File: src/rtl/snap_pkg.sv
package snap_pkg;
    localparam int FIELD_W_DEF    = 8;
    localparam int NUM_FIELDS_DEF = 8;
    localparam int ADDR_W_DEF     = 4;

    // address decode points
    localparam int CTRL_ADDR = 0;
    localparam int FLAG_ADDR = 1;
    localparam int SNAP_BASE = 2;

    // control byte bit positions
    localparam int BIT_FREQ     = 0;
    localparam int BIT_ACCEL    = 2;
    localparam int BIT_PARALLEL = 3;
    localparam int BIT_LOCK     = 4;
endpackage

File: src/rtl/snap_ctrl_reg.sv
module snap_ctrl_reg
    import snap_pkg::*;
#(
    parameter int DATA_W = FIELD_W_DEF
) (
    input  logic              clk_i,
    input  logic              rst_ni,
    input  logic              wr_en_i,
    input  logic [DATA_W-1:0] wdata_i,
    output logic [DATA_W-1:0] ctrl_o
);
    // only the defined mode and lock bits are storable
    localparam logic [DATA_W-1:0] WR_MASK = DATA_W'((1 << BIT_FREQ) | (1 << BIT_ACCEL)
                                                  | (1 << BIT_PARALLEL) | (1 << BIT_LOCK));

    typedef struct packed {
        logic [DATA_W-1:0] ctrl;
    } state_t;

    state_t s_d, s_q;

    always_comb begin
        s_d = s_q;
        if (wr_en_i) begin
            s_d.ctrl = wdata_i & WR_MASK;
        end
    end

    always_ff @(posedge clk_i or negedge rst_ni) begin
        if (!rst_ni) begin
            s_q <= '0;
        end else begin
            s_q <= s_d;
        end
    end

    assign ctrl_o = s_q.ctrl;
endmodule

File: src/rtl/snap_field_bank.sv
module snap_field_bank
    import snap_pkg::*;
#(
    parameter int FIELD_W    = FIELD_W_DEF,
    parameter int NUM_FIELDS = NUM_FIELDS_DEF
) (
    input  logic                                 clk_i,
    input  logic                                 rst_ni,
    input  logic [NUM_FIELDS-1:0]                field_we_i,
    input  logic [FIELD_W-1:0]                   wdata_i,
    input  logic                                 capture_i,
    input  logic                                 load_i,
    input  logic [NUM_FIELDS-1:0][FIELD_W-1:0]   live_i,
    output logic [NUM_FIELDS-1:0][FIELD_W-1:0]   snap_o,
    output logic [NUM_FIELDS-1:0]                flags_o,
    output logic [NUM_FIELDS-1:0][FIELD_W-1:0]   load_time_o,
    output logic                                 load_stb_o
);
    typedef logic [NUM_FIELDS-1:0][FIELD_W-1:0] tvec_t;

    typedef struct packed {
        tvec_t                 snap;      // software-visible snapshot
        tvec_t                 prev;      // reference from last capture only
        logic [NUM_FIELDS-1:0] flags;
        tvec_t                 load_time;
        logic                  load_stb;
    } state_t;

    state_t s_d, s_q;
    logic [NUM_FIELDS-1:0] diff;

    // one comparator per field against the last captured value
    for (genvar gi = 0; gi < NUM_FIELDS; gi++) begin : g_cmp
        assign diff[gi] = (live_i[gi] != s_q.prev[gi]);
    end

    always_comb begin
        s_d          = s_q;
        s_d.load_stb = 1'b0;
        if (capture_i) begin
            // capture overrides bus writes and load in this cycle
            s_d.snap  = live_i;
            s_d.prev  = live_i;
            s_d.flags = diff;
        end else begin
            for (int i = 0; i < NUM_FIELDS; i++) begin
                if (field_we_i[i]) begin
                    s_d.snap[i] = wdata_i;
                end
            end
            if (load_i) begin
                // present the pre-write snapshot and clear the flags
                s_d.load_stb  = 1'b1;
                s_d.load_time = s_q.snap;
                s_d.flags     = '0;
            end
        end
    end

    always_ff @(posedge clk_i or negedge rst_ni) begin
        if (!rst_ni) begin
            s_q <= '0;
        end else begin
            s_q <= s_d;
        end
    end

    assign snap_o      = s_q.snap;
    assign flags_o     = s_q.flags;
    assign load_time_o = s_q.load_time;
    assign load_stb_o  = s_q.load_stb;
endmodule

File: src/rtl/snap_read_mux.sv
module snap_read_mux
    import snap_pkg::*;
#(
    parameter int FIELD_W    = FIELD_W_DEF,
    parameter int NUM_FIELDS = NUM_FIELDS_DEF,
    parameter int ADDR_W     = ADDR_W_DEF
) (
    input  logic [ADDR_W-1:0]                  addr_i,
    input  logic [FIELD_W-1:0]                 ctrl_i,
    input  logic [NUM_FIELDS-1:0]              flags_i,
    input  logic [NUM_FIELDS-1:0][FIELD_W-1:0] snap_i,
    output logic [FIELD_W-1:0]                 rdata_o
);
    // unmapped addresses fall through to zero
    always_comb begin
        rdata_o = '0;
        if (addr_i == ADDR_W'(CTRL_ADDR)) begin
            rdata_o = ctrl_i;
        end
        if (addr_i == ADDR_W'(FLAG_ADDR)) begin
            rdata_o = FIELD_W'(flags_i);
        end
        for (int i = 0; i < NUM_FIELDS; i++) begin
            if (addr_i == ADDR_W'(SNAP_BASE + i)) begin
                rdata_o = snap_i[i];
            end
        end
    end
endmodule

File: src/rtl/snap_regfile.sv
module snap_regfile
    import snap_pkg::*;
#(
    parameter int FIELD_W    = FIELD_W_DEF,
    parameter int NUM_FIELDS = NUM_FIELDS_DEF,
    parameter int ADDR_W     = ADDR_W_DEF
) (
    input  logic                          clk_i,
    input  logic                          rst_ni,
    input  logic [ADDR_W-1:0]             bus_addr_i,
    input  logic                          bus_wr_i,
    input  logic [FIELD_W-1:0]            bus_wdata_i,
    output logic [FIELD_W-1:0]            bus_rdata_o,
    input  logic                          cmd_load_i,
    input  logic                          cmd_capture_i,
    input  logic [NUM_FIELDS*FIELD_W-1:0] live_time_i,
    output logic [NUM_FIELDS*FIELD_W-1:0] load_time_o,
    output logic                          load_stb_o,
    output logic                          freq_meas_o,
    output logic                          test_accel_o,
    output logic                          test_parallel_o
);
    logic [FIELD_W-1:0]                 ctrl_q;
    logic [NUM_FIELDS-1:0]              flags_q;
    logic [NUM_FIELDS-1:0][FIELD_W-1:0] snap_q;
    logic [NUM_FIELDS-1:0][FIELD_W-1:0] live_v;
    logic [NUM_FIELDS-1:0][FIELD_W-1:0] load_v;
    logic [NUM_FIELDS-1:0]              field_we;
    logic                               ctrl_we;
    logic                               load_go;

    assign live_v = live_time_i;

    // control byte at its fixed address; R5/R9: no other decode writes
    assign ctrl_we = bus_wr_i && (bus_addr_i == ADDR_W'(CTRL_ADDR));

    // one write enable per snapshot field
    for (genvar gi = 0; gi < NUM_FIELDS; gi++) begin : g_we
        assign field_we[gi] = bus_wr_i && (bus_addr_i == ADDR_W'(SNAP_BASE + gi));
    end

    // lock gates the load; R10: capture drops a concurrent load
    assign load_go = cmd_load_i && !ctrl_q[BIT_LOCK] && !cmd_capture_i;

    snap_ctrl_reg #(
        .DATA_W (FIELD_W)
    ) u_ctrl (
        .clk_i   (clk_i),
        .rst_ni  (rst_ni),
        .wr_en_i (ctrl_we),
        .wdata_i (bus_wdata_i),
        .ctrl_o  (ctrl_q)
    );

    snap_field_bank #(
        .FIELD_W    (FIELD_W),
        .NUM_FIELDS (NUM_FIELDS)
    ) u_bank (
        .clk_i       (clk_i),
        .rst_ni      (rst_ni),
        .field_we_i  (field_we),
        .wdata_i     (bus_wdata_i),
        .capture_i   (cmd_capture_i),
        .load_i      (load_go),
        .live_i      (live_v),
        .snap_o      (snap_q),
        .flags_o     (flags_q),
        .load_time_o (load_v),
        .load_stb_o  (load_stb_o)
    );

    snap_read_mux #(
        .FIELD_W    (FIELD_W),
        .NUM_FIELDS (NUM_FIELDS),
        .ADDR_W     (ADDR_W)
    ) u_rmux (
        .addr_i  (bus_addr_i),
        .ctrl_i  (ctrl_q),
        .flags_i (flags_q),
        .snap_i  (snap_q),
        .rdata_o (bus_rdata_o)
    );

    assign load_time_o     = load_v;
    assign freq_meas_o     = ctrl_q[BIT_FREQ];
    assign test_accel_o    = ctrl_q[BIT_ACCEL];
    assign test_parallel_o = ctrl_q[BIT_PARALLEL];
endmodule

File: config.mk
export PLATFORM = sky130hd
export DESIGN_NAME = snap_regfile
export DESIGN_NICKNAME = d
export VERILOG_FILES = /design/src/rtl/snap_pkg.sv /design/src/rtl/snap_ctrl_reg.sv /design/src/rtl/snap_field_bank.sv /design/src/rtl/snap_read_mux.sv /design/src/rtl/snap_regfile.sv
export SDC_FILE = /design/constraint.sdc
export NUM_CORES = 1
export LEC_CHECK = 0
export BUFFER_PORTS_ARGS = -buffer_cell sky130_fd_sc_hd__buf_2
export CORE_MARGIN = 2
export CORE_UTILIZATION = 62
export DETAILED_ROUTE_END_ITERATION = 8
export GPL_TIMING_DRIVEN = 1
export PLACE_DENSITY_LB_ADDON = 0.25
export SYNTH_ARGS = -nofsm -noshare
export SYNTH_HDL_FRONTEND = slang
export SYNTH_SLANG_ARGS = --single-unit
File: constraint.sdc
create_clock -name clk_i -period 3.3 [get_ports clk_i]
set_input_delay 0.66 -clock clk_i [delete_from_list [all_inputs] [get_ports clk_i]]
set_output_delay 0.66 -clock clk_i [all_outputs]
set_load 0.005 [all_outputs]
# ---- After elaboration in Yosys (flattened, before gate mapping)
# Index checks and enable logic that the tools add are counted.
dict set report word_totals {
  mem_count 0
  latchBits 0
  elab_cells 91
  romBits 0
  mem_bits_rw 0
  output_inout_bits 76
  register_bits 205
  in_bits 81
}
dict set report classes {
  addsub 0
  shifts 0
  n_div 0
  n_eq_ne 17
  n_lt_le_gt_ge 0
  mux 22
  multipliers 0
  n_reduce_logical 24
  bitwise 1
}
# op count
set ops {}
lappend ops {{$mux W8} 18}
lappend ops {{$mux W73} 1}
lappend ops {{$mux W64} 1}
lappend ops {{$ne A8 B8 Y1} 8}
lappend ops {{$reduce_bool A2 Y1} 9}
lappend ops {{$eq A4 B3 Y1 const B} 4}
lappend ops {{$logic_and A1 B1 Y1} 11}
lappend ops {{$eq A4 B2 Y1 const B} 2}
lappend ops {{$eq A4 B4 Y1 const B} 2}
lappend ops {{$mux W5} 1}
lappend ops {{$eq A4 B1 Y1 const B} 1}
lappend ops {{$logic_not A4 Y1} 1}
lappend ops {{$logic_not A1 Y1} 2}
lappend ops {{$reduce_and A2 Y1} 1}
lappend ops {{$mux W1} 1}
lappend ops {{$not A1 Y1} 1}

# ---- Longest topological paths before layout
# Gate-level depths: netlist (run 1).
dict set report logic_depth {
  depth_word 11
  mapped_depth 7
  depth_no_buf 4
}

# ---- By module
# From an unflattened synthesis (run 1), not the netlist that was laid out.
dict set report unflattened {
  hier_cells 1109
  hier_area_um2 10623.9
}
# mod instances area_per_inst_um2 cells_each seq_area_each_um2
set modules_own_cells {}
lappend modules_own_cells {snap_field_bank 1 9615.5 1008 5029.8}
lappend modules_own_cells {snap_read_mux 1 739.5 72 0.0}
lappend modules_own_cells {snap_ctrl_reg 1 178.9 13 100.1}
lappend modules_own_cells {snap_regfile 1 90.1 16 0.0}

# ---- Worst setup path before layout (run 1)
# OpenSTA, ideal clock, no wires.
dict set report synth_path {
  path_type {in2out}
  start {in bus_addr_i[2]}
  end {out bus_rdata_o[7]}
  t_arrival_ps 1734
  cell_stages 6
  required_ps 2640
  setup_slack_ps 906
  path_buffers 2
  path_cell_list {buf_4 > and3b_1 > buf_6 > a221oi_2 > nor2_1 > or3_1}
}
dict set report synth_via {
  elab_chain_cells 10
  word_cells_on_any_way 18
  cone_classes {9 x eq/ne; 9 x mux}
}
# element line
set synth_rtl {}
lappend synth_rtl {{start, declared} snap_regfile.sv:10} ;# input logic [ADDR_W-1:0] bus_addr_i,
lappend synth_rtl {{$eq A4 B1 Y1} snap_read_mux.sv:20} ;# if (addr_i == ADDR_W'(FLAG_ADDR)) begin
lappend synth_rtl {{$mux W8} snap_read_mux.sv:20}
lappend synth_rtl {{$mux W8 (7 in series)} snap_read_mux.sv:24} ;# if (addr_i == ADDR_W'(SNAP_BASE + i)) begin
lappend synth_rtl {{$mux W8 (*)} snap_read_mux.sv:24}
lappend synth_rtl {{end, declared} snap_regfile.sv:13} ;# output logic [FIELD_W-1:0] bus_rdata_o,
# Every way passes the cells marked *; elsewhere a longest branch is shown, timed or not.

# ---- Worst setup path after layout (run 1)
dict set report layout_path {
  start {in bus_addr_i[1]}
  end {out bus_rdata_o[5]}
}
# The elaborated chain is that of the path after synthesis.

==> results.cfg, run 1 <==
[power_and_ir_drop]
p_leak_nw = 5.151
powerDensity_mw_per_mm2 = 639.5
ir_drop_mv = 0.4065

[sta]
fin_setup_tns_ps = 0
worst_slew_pin_slew_ps = 757.6
min_period_over_period_pct = 91.22
worst_slack_ps = 289.7
max_freq_mhz = 332.2
slew_violations = 0
finClkSkew_ps = 10.14
rsz0062_at_grt = false
finalCriticalPeriod_ps = 3010
setup_viol = 0
slew_headroom_pct = 49.49
hold_violations = 0

[detailed_routing]
routedWlPerCell_um = 22.14
drt_iter0_drc = 463
drc_errors = 0
ant_nets = 0
vias = 6796
dr.pass1.iters = 5
viasPerCell = 6.046
wirelength_mm = 24.89

[floorplanning]
fp.dieH_um = 131.5
placeableCoreArea_mm2 = 0.01589
start_util_pct = 63.47
die_area_mm2 = 0.01730
row_count = 46
die_w_um = 131.5
ios = 157

[synthesis]
synth_area_mm2 = 0.01008
syn_nets = 899
yosysMostFrequentCell = dfrtp_1
synth-edff-count = 0
ys_seq_area_share_pct = 50.88
synthTopCellsByCount = 205 x dfrtp_1, 115 x mux2_2, 71 x buf_4
synth_largest_area_cell = dfrtp_1
dominantRegCellSynth = dfrtp_1
synth-seq-cells = 205
synth_warnings = 0
synthTopCellsByArea = dfrtp_1 51%, mux2_2 13%, xnor2_1 5.6%, buf_4 5.3%, a22o_1 4.2%
async_reset_ff_share_pct = 100.0
ys_types = 53
netlist.area_leader.share_pct = 50.88
syn_avg_cell_area_um2 = 12.33
syn-instance-count = 818

[global_routing]
grt_overflow = 0
grt_usage_pct = 28.50
grt_pass1_vias = 6862
grt_pass1_wl_mm = 38.84
grt_max_degree = 121
antenna_found_initial = 3

[worst_setup_path]
cp.required_ps = 2640
critPathKind = input pin to output pin
arrival_ps = 2350
crit_path_end_kind = output pin
start_kind = input pin
critPathMaxFanout = 31

[placement]
place_hpwl_mm = 17.44
gp_congestion = 0.9420
dp.cells = 1083
preCtsSetupSlack_ps = 304.6
io_buffers = 156
place_area_mm2 = 0.01046

[layout]
drive_above_1_share_pct = 37.24
post-route-util_pct = 70.17
fillers = 1171
area_growth_pct = 10.56
finalNonFillerCells = 1124
design_area_mm2 = 0.01115
nNetsFinal = 972

[clocking]
hold_buffers = 0
clock_path_buffers = 3
htreeDepth = 1
cts_tree = built
clk_pin_slew_ps = 60
ctsResizeCount = 0
post-cts-setup-buffers = 0
clockRootBuffer = clkbuf_16
cts_num_sinks = 205
numCtsBuffers = 22
clock_latency_ps = 500

[min_path]
hold_class = input pin to async pin

[flow_run]
drv_cap = 0

[status]
status = finished clean
cell usage in the layout (no fill, tap or decap), drive strengths merged, types with 6 or more instances in the layout:
cell type,synthesis,layout
dfrtp,205,205
buf,107,161
mux2,118,118
xnor2,64,64
a22o,48,48
a21o,48,48
o21ai,46,46
nand2,38,38
clkbuf,6,30
mux2i,27,27
inv,18,18
nand4,17,17
a21oi,15,15
nor2,10,10
clkinv,0,6
state kept, by name, summed over array words and instances (netlist names):
signal,flops
u_bank.snap_o,64
u_bank.load_stb_o,1
u_bank.s_q,64
u_ctrl.ctrl_o,4
u_bank.flags_o,8
u_bank.load_time_o,64
final cells by class:
cell class | instances | area (um^2) | share of cell area (%)
clock buffer | 29 | 628.1 | 5.635
tap | 216 | 270.3 | 2.425
clock inverter | 9 | 52.55 | 0.4714
inverter | 18 | 67.56 | 0.6061
antenna | 3 | 7.507 | 0.06735
multi-input combinational | 482 | 4116 | 36.93
timing repair buffer | 162 | 874.6 | 7.846
sequential | 205 | 5130 | 46.02
final timing paths:
kind | from | to | slack [ps] | depth (start not counted)
worst max-delay path | bus_addr_i[1] | bus_rdata_o[5] | 290 | 6
worst min-delay path | rst_ni | u_bank.s_q[134] | 150 | 1
worst max register to register | u_ctrl.ctrl_o[4] | u_bank.load_time_o[23] | 1640 | 3
worst min register to register | u_bank.flags_o[6] | u_bank.flags_o[6] | 490 | 2
max in group asynchronous | rst_ni | u_bank.load_time_o[14] | 2360 | 2
min in group clk_i | live_time_i[51] | u_bank.s_q[124] | 420 | 3
cells by family (layout without fill, tap and decap cells):
logic type      after synthesis  in the layout  synth area share, %
compound gates              183            183                13.58
mux                         150            150                16.98
simple gates                 85             85                4.666
buf+inv                     131            218                8.339
flops                       205            205                50.88
other cells                   0              3                    0
xor+xnor                     64             64                5.560
layer usage:
layer | GRT usage [%] | wire [um]
met2 | 47.00 | 12200
met3 | 4.784 | 1782
met5 | 0 | 7
met1 | 39.61 | 10480
met4 | 7.307 | 413
stage by stage:
step	power (mW)	hold WS, ps
finish	7.128	148.9
global route	7.447	184.5
CTS	7.166	169.0
detailed placement	4.861	465.3
global placement	4.783	467.4
floorplan	4.559	364.4
where the power goes:
part           switching [mW]  internal (mW)
clock network           0.968           1.34
logic                   0.650          0.809
registers               0.356           3.01
worst max-delay path: stages:
cell and delay, ps:
buf_2 520, and3b_1 450, a221oi_1 140, or2_2 310
o31ai_1 90, buf_2 180
No activity file was read; power rests on OpenSTA's default activity.
==> run 2: changes to the inputs <==
CORE_UTILIZATION = 40   (was 62)
==> run 2 against run 1 <==
  * Wire length is 5.8% higher
  * Total power is 4.2% higher
  * Critical path depth stayed put
  * Cell area is 2.2% higher
  * Count of clock-buffer cells in the layout is 1 higher
  * Critical endpoint unchanged
  * Setup slack worse by 2.8 ps
  * Highest routed layer unchanged
==> results.cfg, run 2 (synthesized netlist as in run 1, its figures left out) <==
[worst_setup_path]
slowest_stage = buf_2
worstPathCellList = buf_2 > and3b_1 > a221oi_1 > or2_2 > o31ai_1 > buf_2
rr_startpoint = u_ctrl.ctrl_o[4]
critical_path.endpoint = bus_rdata_o[5]
r2r-end = u_bank.load_time_o[23]
critPathKind = input pin to output pin
critPathMaxStageDelay_ps = 530
start_kind = input pin
crit_path_end_kind = output pin
critical-path-top-delay-family = simple AND/OR/NAND/NOR gates
critPathMaxFanout = 31
ff2ff_path_depth = 3
arrival_ps = 2350
setup.worst_path.start = bus_addr_i[1]
path_common_cell = buf_2
cp_num_cells = 6
r2r_slack_ps = 1620
critPathBufInv = 2
cp.required_ps = 2640

[power_and_ir_drop]
power.total_mw = 7.430
p_leak_nw = 5.221
ir_drop_mv = 0.3742
powerDensity_mw_per_mm2 = 652.4

[placement]
io_buffers = 156
place_hpwl_mm = 18.80
gp_congestion = 0.8314

[sta]
slew_violations = 0
worst_slew_pin_slew_ps = 866.3
slew_headroom_pct = 42.25
max_freq_mhz = 331.9
min_period_over_period_pct = 91.31
rsz0062_at_grt = false
setup_viol = 0
fin_setup_tns_ps = 0
hold_violations = 0
finalCriticalPeriod_ps = 3013
finClkSkew_ps = 16.32

[detailed_routing]
drc_errors = 0
drt_iter0_drc = 572
wirelength_mm = 26.33
vias = 6607
viasPerCell = 5.320
ant_nets = 0
routedWlPerCell_um = 21.20
dr.pass1.iters = 5

[clocking]
post-cts-setup-buffers = 0
clock_latency_ps = 500
htreeDepth = 1
ctsResizeCount = 0
numCtsBuffers = 23
clockRootBuffer = clkbuf_16
cts_num_sinks = 205
clock_path_buffers = 3
hold_buffers = 0
cts_tree = built
clk_pin_slew_ps = 60

[floorplanning]
ios = 157
fp.dieH_um = 162.8
die_area_mm2 = 0.02649
start_util_pct = 40.39
placeableCoreArea_mm2 = 0.02496
row_count = 58
die_w_um = 162.8

[global_routing]
antenna_found_initial = 2
grt_pass1_vias = 6409
grt_usage_pct = 19.87
grt_pass1_wl_mm = 39.98
grt_overflow = 0
grt_max_degree = 88

[min_path]
hold_class = input pin to async pin

[layout]
mostFrequentLayoutCell = dfrtp_1
multi_input_area_mm2 = 0.004116
nNetsFinal = 977
drive_above_1_share_pct = 37.76
fillers = 2334
final_cell_mix = 205 x dfrtp_1, 154 x buf_2, 115 x mux2_2
seq_area_mm2 = 0.005130
area_growth_pct = 12.97

[flow_run]
drv_cap = 0

[status]
status = finished clean
run 2: power breakdown:
part           switching (mW)  total (mW)  internal (mW)  leakage (nW)
combinational           0.636        1.44          0.807          2.41
clock                    1.01        2.63           1.62         0.392
sequential              0.351        3.36           3.01          2.42
total                    2.00        7.43           5.43          5.22
run 2: worst min-delay path by stage:
stage	startpoint	end
2_1_floorplan	rst_ni	u_bank.flags_o[0]
3_3_place_gp	u_bank.flags_o[5]	u_bank.flags_o[5]
3_5_place_dp	u_bank.flags_o[5]	u_bank.flags_o[5]
4_1_cts	rst_ni	u_bank.snap_o[59]
5_1_grt	rst_ni	u_bank.snap_o[50]
6_report	rst_ni	u_bank.snap_o[50]
run 2: area by class of cell:
class | count | area share [%]
diodes | 1 | 0.02197
clock buffers | 30 | 5.723
clock inverters | 10 | 1.099
inverters | 18 | 0.5932
multi-input cells | 482 | 36.14
flip-flops and latches | 205 | 45.04
well taps | 330 | 3.625
repair buffers | 166 | 7.756
run 2: metal layers:
layer | share of wire [%] | track usage, % | vias up
met5 | 0.049 | 0 | -
met3 | 5.5 | 3.005 | 28
met4 | 1.2 | 3.540 | 2
li1 | - | - | 3026
met1 | 48 | 30.04 | 3375
met2 | 45 | 30.55 | 176
run 2: per-stage QoR:
step | util [%] | cell area [um^2] | setup WS, ps | hold WS (ps) | std cells
after floorplan | - | 10080 | 906.1 | 364.4 | 818
after global placement | 42.50 | 10610 | 316.1 | 460.7 | 1201
after detailed placement | 42.50 | 10610 | 270.8 | 464.7 | 1201
after CTS | 45.61 | 11390 | 273.1 | 242.3 | 1241
after global routing | 45.61 | 11390 | 179.6 | 249.7 | 1241
final | 45.62 | 11390 | 286.9 | 190.0 | 1242
==> run 3: changes to the inputs <==
PLACE_DENSITY_LB_ADDON = 0.12   (was 0.25)
==> run 3 against run 2 <==
  * Via count down 0.39%
  * Register-to-register slack improved by 40 ps
  * Maximum frequency grew 2.7%
  * Wire length is 2.2% higher
  * Setup slack better by 79 ps
  * Die area is the same
  * Cell area decreased by 0.19%
  * Global-route usage rose by 0.63 points
  * Non-clock buffer count stayed put
==> results.cfg, run 3 (synthesized netlist as in run 1, its figures left out) <==
[layout]
area_growth_pct = 12.76
drive_above_1_share_pct = 37.35
fillers = 2389
nNetsFinal = 978
final_cell_mix = 205 x dfrtp_1, 154 x buf_2, 115 x mux2_2
mostFrequentLayoutCell = dfrtp_1
design_area_mm2 = 0.01137
finalNonFillerCells = 1244

[clocking]
numCtsBuffers = 24
cts_tree = built
clk_pin_slew_ps = 60
ctsResizeCount = 0
post-cts-setup-buffers = 0
htreeDepth = 1
hold_buffers = 0
clock_path_buffers = 3
cts_num_sinks = 205
clockRootBuffer = clkbuf_16
clock_latency_ps = 510

[sta]
setup_viol = 0
finalCriticalPeriod_ps = 2934
min_period_over_period_pct = 88.92
max_freq_mhz = 340.8
finClkSkew_ps = 5.274
rsz0062_at_grt = false
slew_headroom_pct = 44.99
hold_violations = 0
slew_violations = 0
fin_setup_tns_ps = 0
worst_slew_pin_slew_ps = 825.2

[power_and_ir_drop]
powerDensity_mw_per_mm2 = 642.1
ir_drop_mv = 0.3608
p_leak_nw = 5.198

[detailed_routing]
vias = 6581
ant_nets = 0
dr.pass1.iters = 5
drt_iter0_drc = 349
wirelength_mm = 26.91
drc_errors = 0
viasPerCell = 5.290
routedWlPerCell_um = 21.63

[floorplanning]
die_w_um = 162.8
start_util_pct = 40.39
ios = 157
die_area_mm2 = 0.02649
fp.dieH_um = 162.8
row_count = 58
placeableCoreArea_mm2 = 0.02496

[placement]
dp.cells = 1201
place_hpwl_mm = 18.79
place_area_mm2 = 0.01064
gp_congestion = 0.8166
io_buffers = 156

[flow_run]
drv_cap = 0

[global_routing]
grt_max_degree = 84
grt_pass1_vias = 6544
antenna_found_initial = 3
grt_usage_pct = 20.50
grt_pass1_wl_mm = 40.99
grt_overflow = 0

[worst_setup_path]
ff2ff_path_depth = 3
r2r_slack_ps = 1660
critPathKind = input pin to output pin
critPathMaxFanout = 19
crit_path_end_kind = output pin
cp.required_ps = 2640
r2r-end = u_bank.load_time_o[63]
arrival_ps = 2270
start_kind = input pin
rr_startpoint = u_ctrl.ctrl_o[4]

[status]
status = finished clean

[min_path]
hold_class = input pin to async pin
## run 3: cell count changes in the layout (fill, tap and decap cells not counted), sizes merged
cell	change
clkinv	-1
clkbuf	+5
bufinv	-3
clkinvlp	+1
## run 3: how the worst max path moves through the flow
| stage | startpoint | end | slack (ps) | cells after the start |
|---|---|---|---|---|
| 2_1_floorplan | bus_addr_i[2] | bus_rdata_o[7] | 910 | 6 |
| 3_3_place_gp | bus_addr_i[2] | bus_rdata_o[5] | 390 | 6 |
| 3_5_place_dp | bus_addr_i[2] | bus_rdata_o[5] | 360 | 6 |
| 4_1_cts | bus_addr_i[2] | bus_rdata_o[5] | 370 | 6 |
| 5_1_grt | bus_addr_i[2] | bus_rdata_o[5] | 290 | 6 |
| 6_report | bus_addr_i[0] | bus_rdata_o[2] | 370 | 6 |
## run 3: worst max-delay path, stage by stage
cell     delay [ps]
buf_2           340
mux4_2          560
and3b_1         200
a21oi_1         140
o21ai_0         200
buf_2           180
## run 3: power breakdown
part | total (mW) | internal (mW) | switching, mW
Combinational | 1.44 | 0.810 | 0.630
Clock | 2.48 | 1.45 | 1.03
Sequential | 3.38 | 3.01 | 0.370
Total | 7.30 | 5.27 | 2.03
## run 3: layout make-up
type,instances,area [um^2],area share [%]
diodes,1,2.502,0.02201
clock buffers,35,693.2,6.097
clock inverters,7,37.54,0.3302
inverters,18,67.56,0.5943
multi-input cells,482,4116,36.21
flip-flops and latches,205,5130,45.12
well taps,330,412.9,3.632
repair buffers,166,908.4,7.990
## run 3: metrics by stage
stage                     power [mW]  setup slack (ps)  hold WS (ps)  util (%)
after floorplan                4.559             906.1         364.4         -
after global placement         4.875             393.6         468.5     42.60
after detailed placement       4.891             362.5         463.3     42.60
after CTS                      7.392             372.4         223.7     45.53
after global routing           7.691             287.3         254.5     45.53
final                          7.300             365.6         201.3     45.54
## run 3: metal layers
metal  global-route usage (%)  share of wire, %
met1                    29.32                47
met2                    33.07                47
met3                    3.310               4.9
met4                    4.143               1.5
met5                        0             0.085
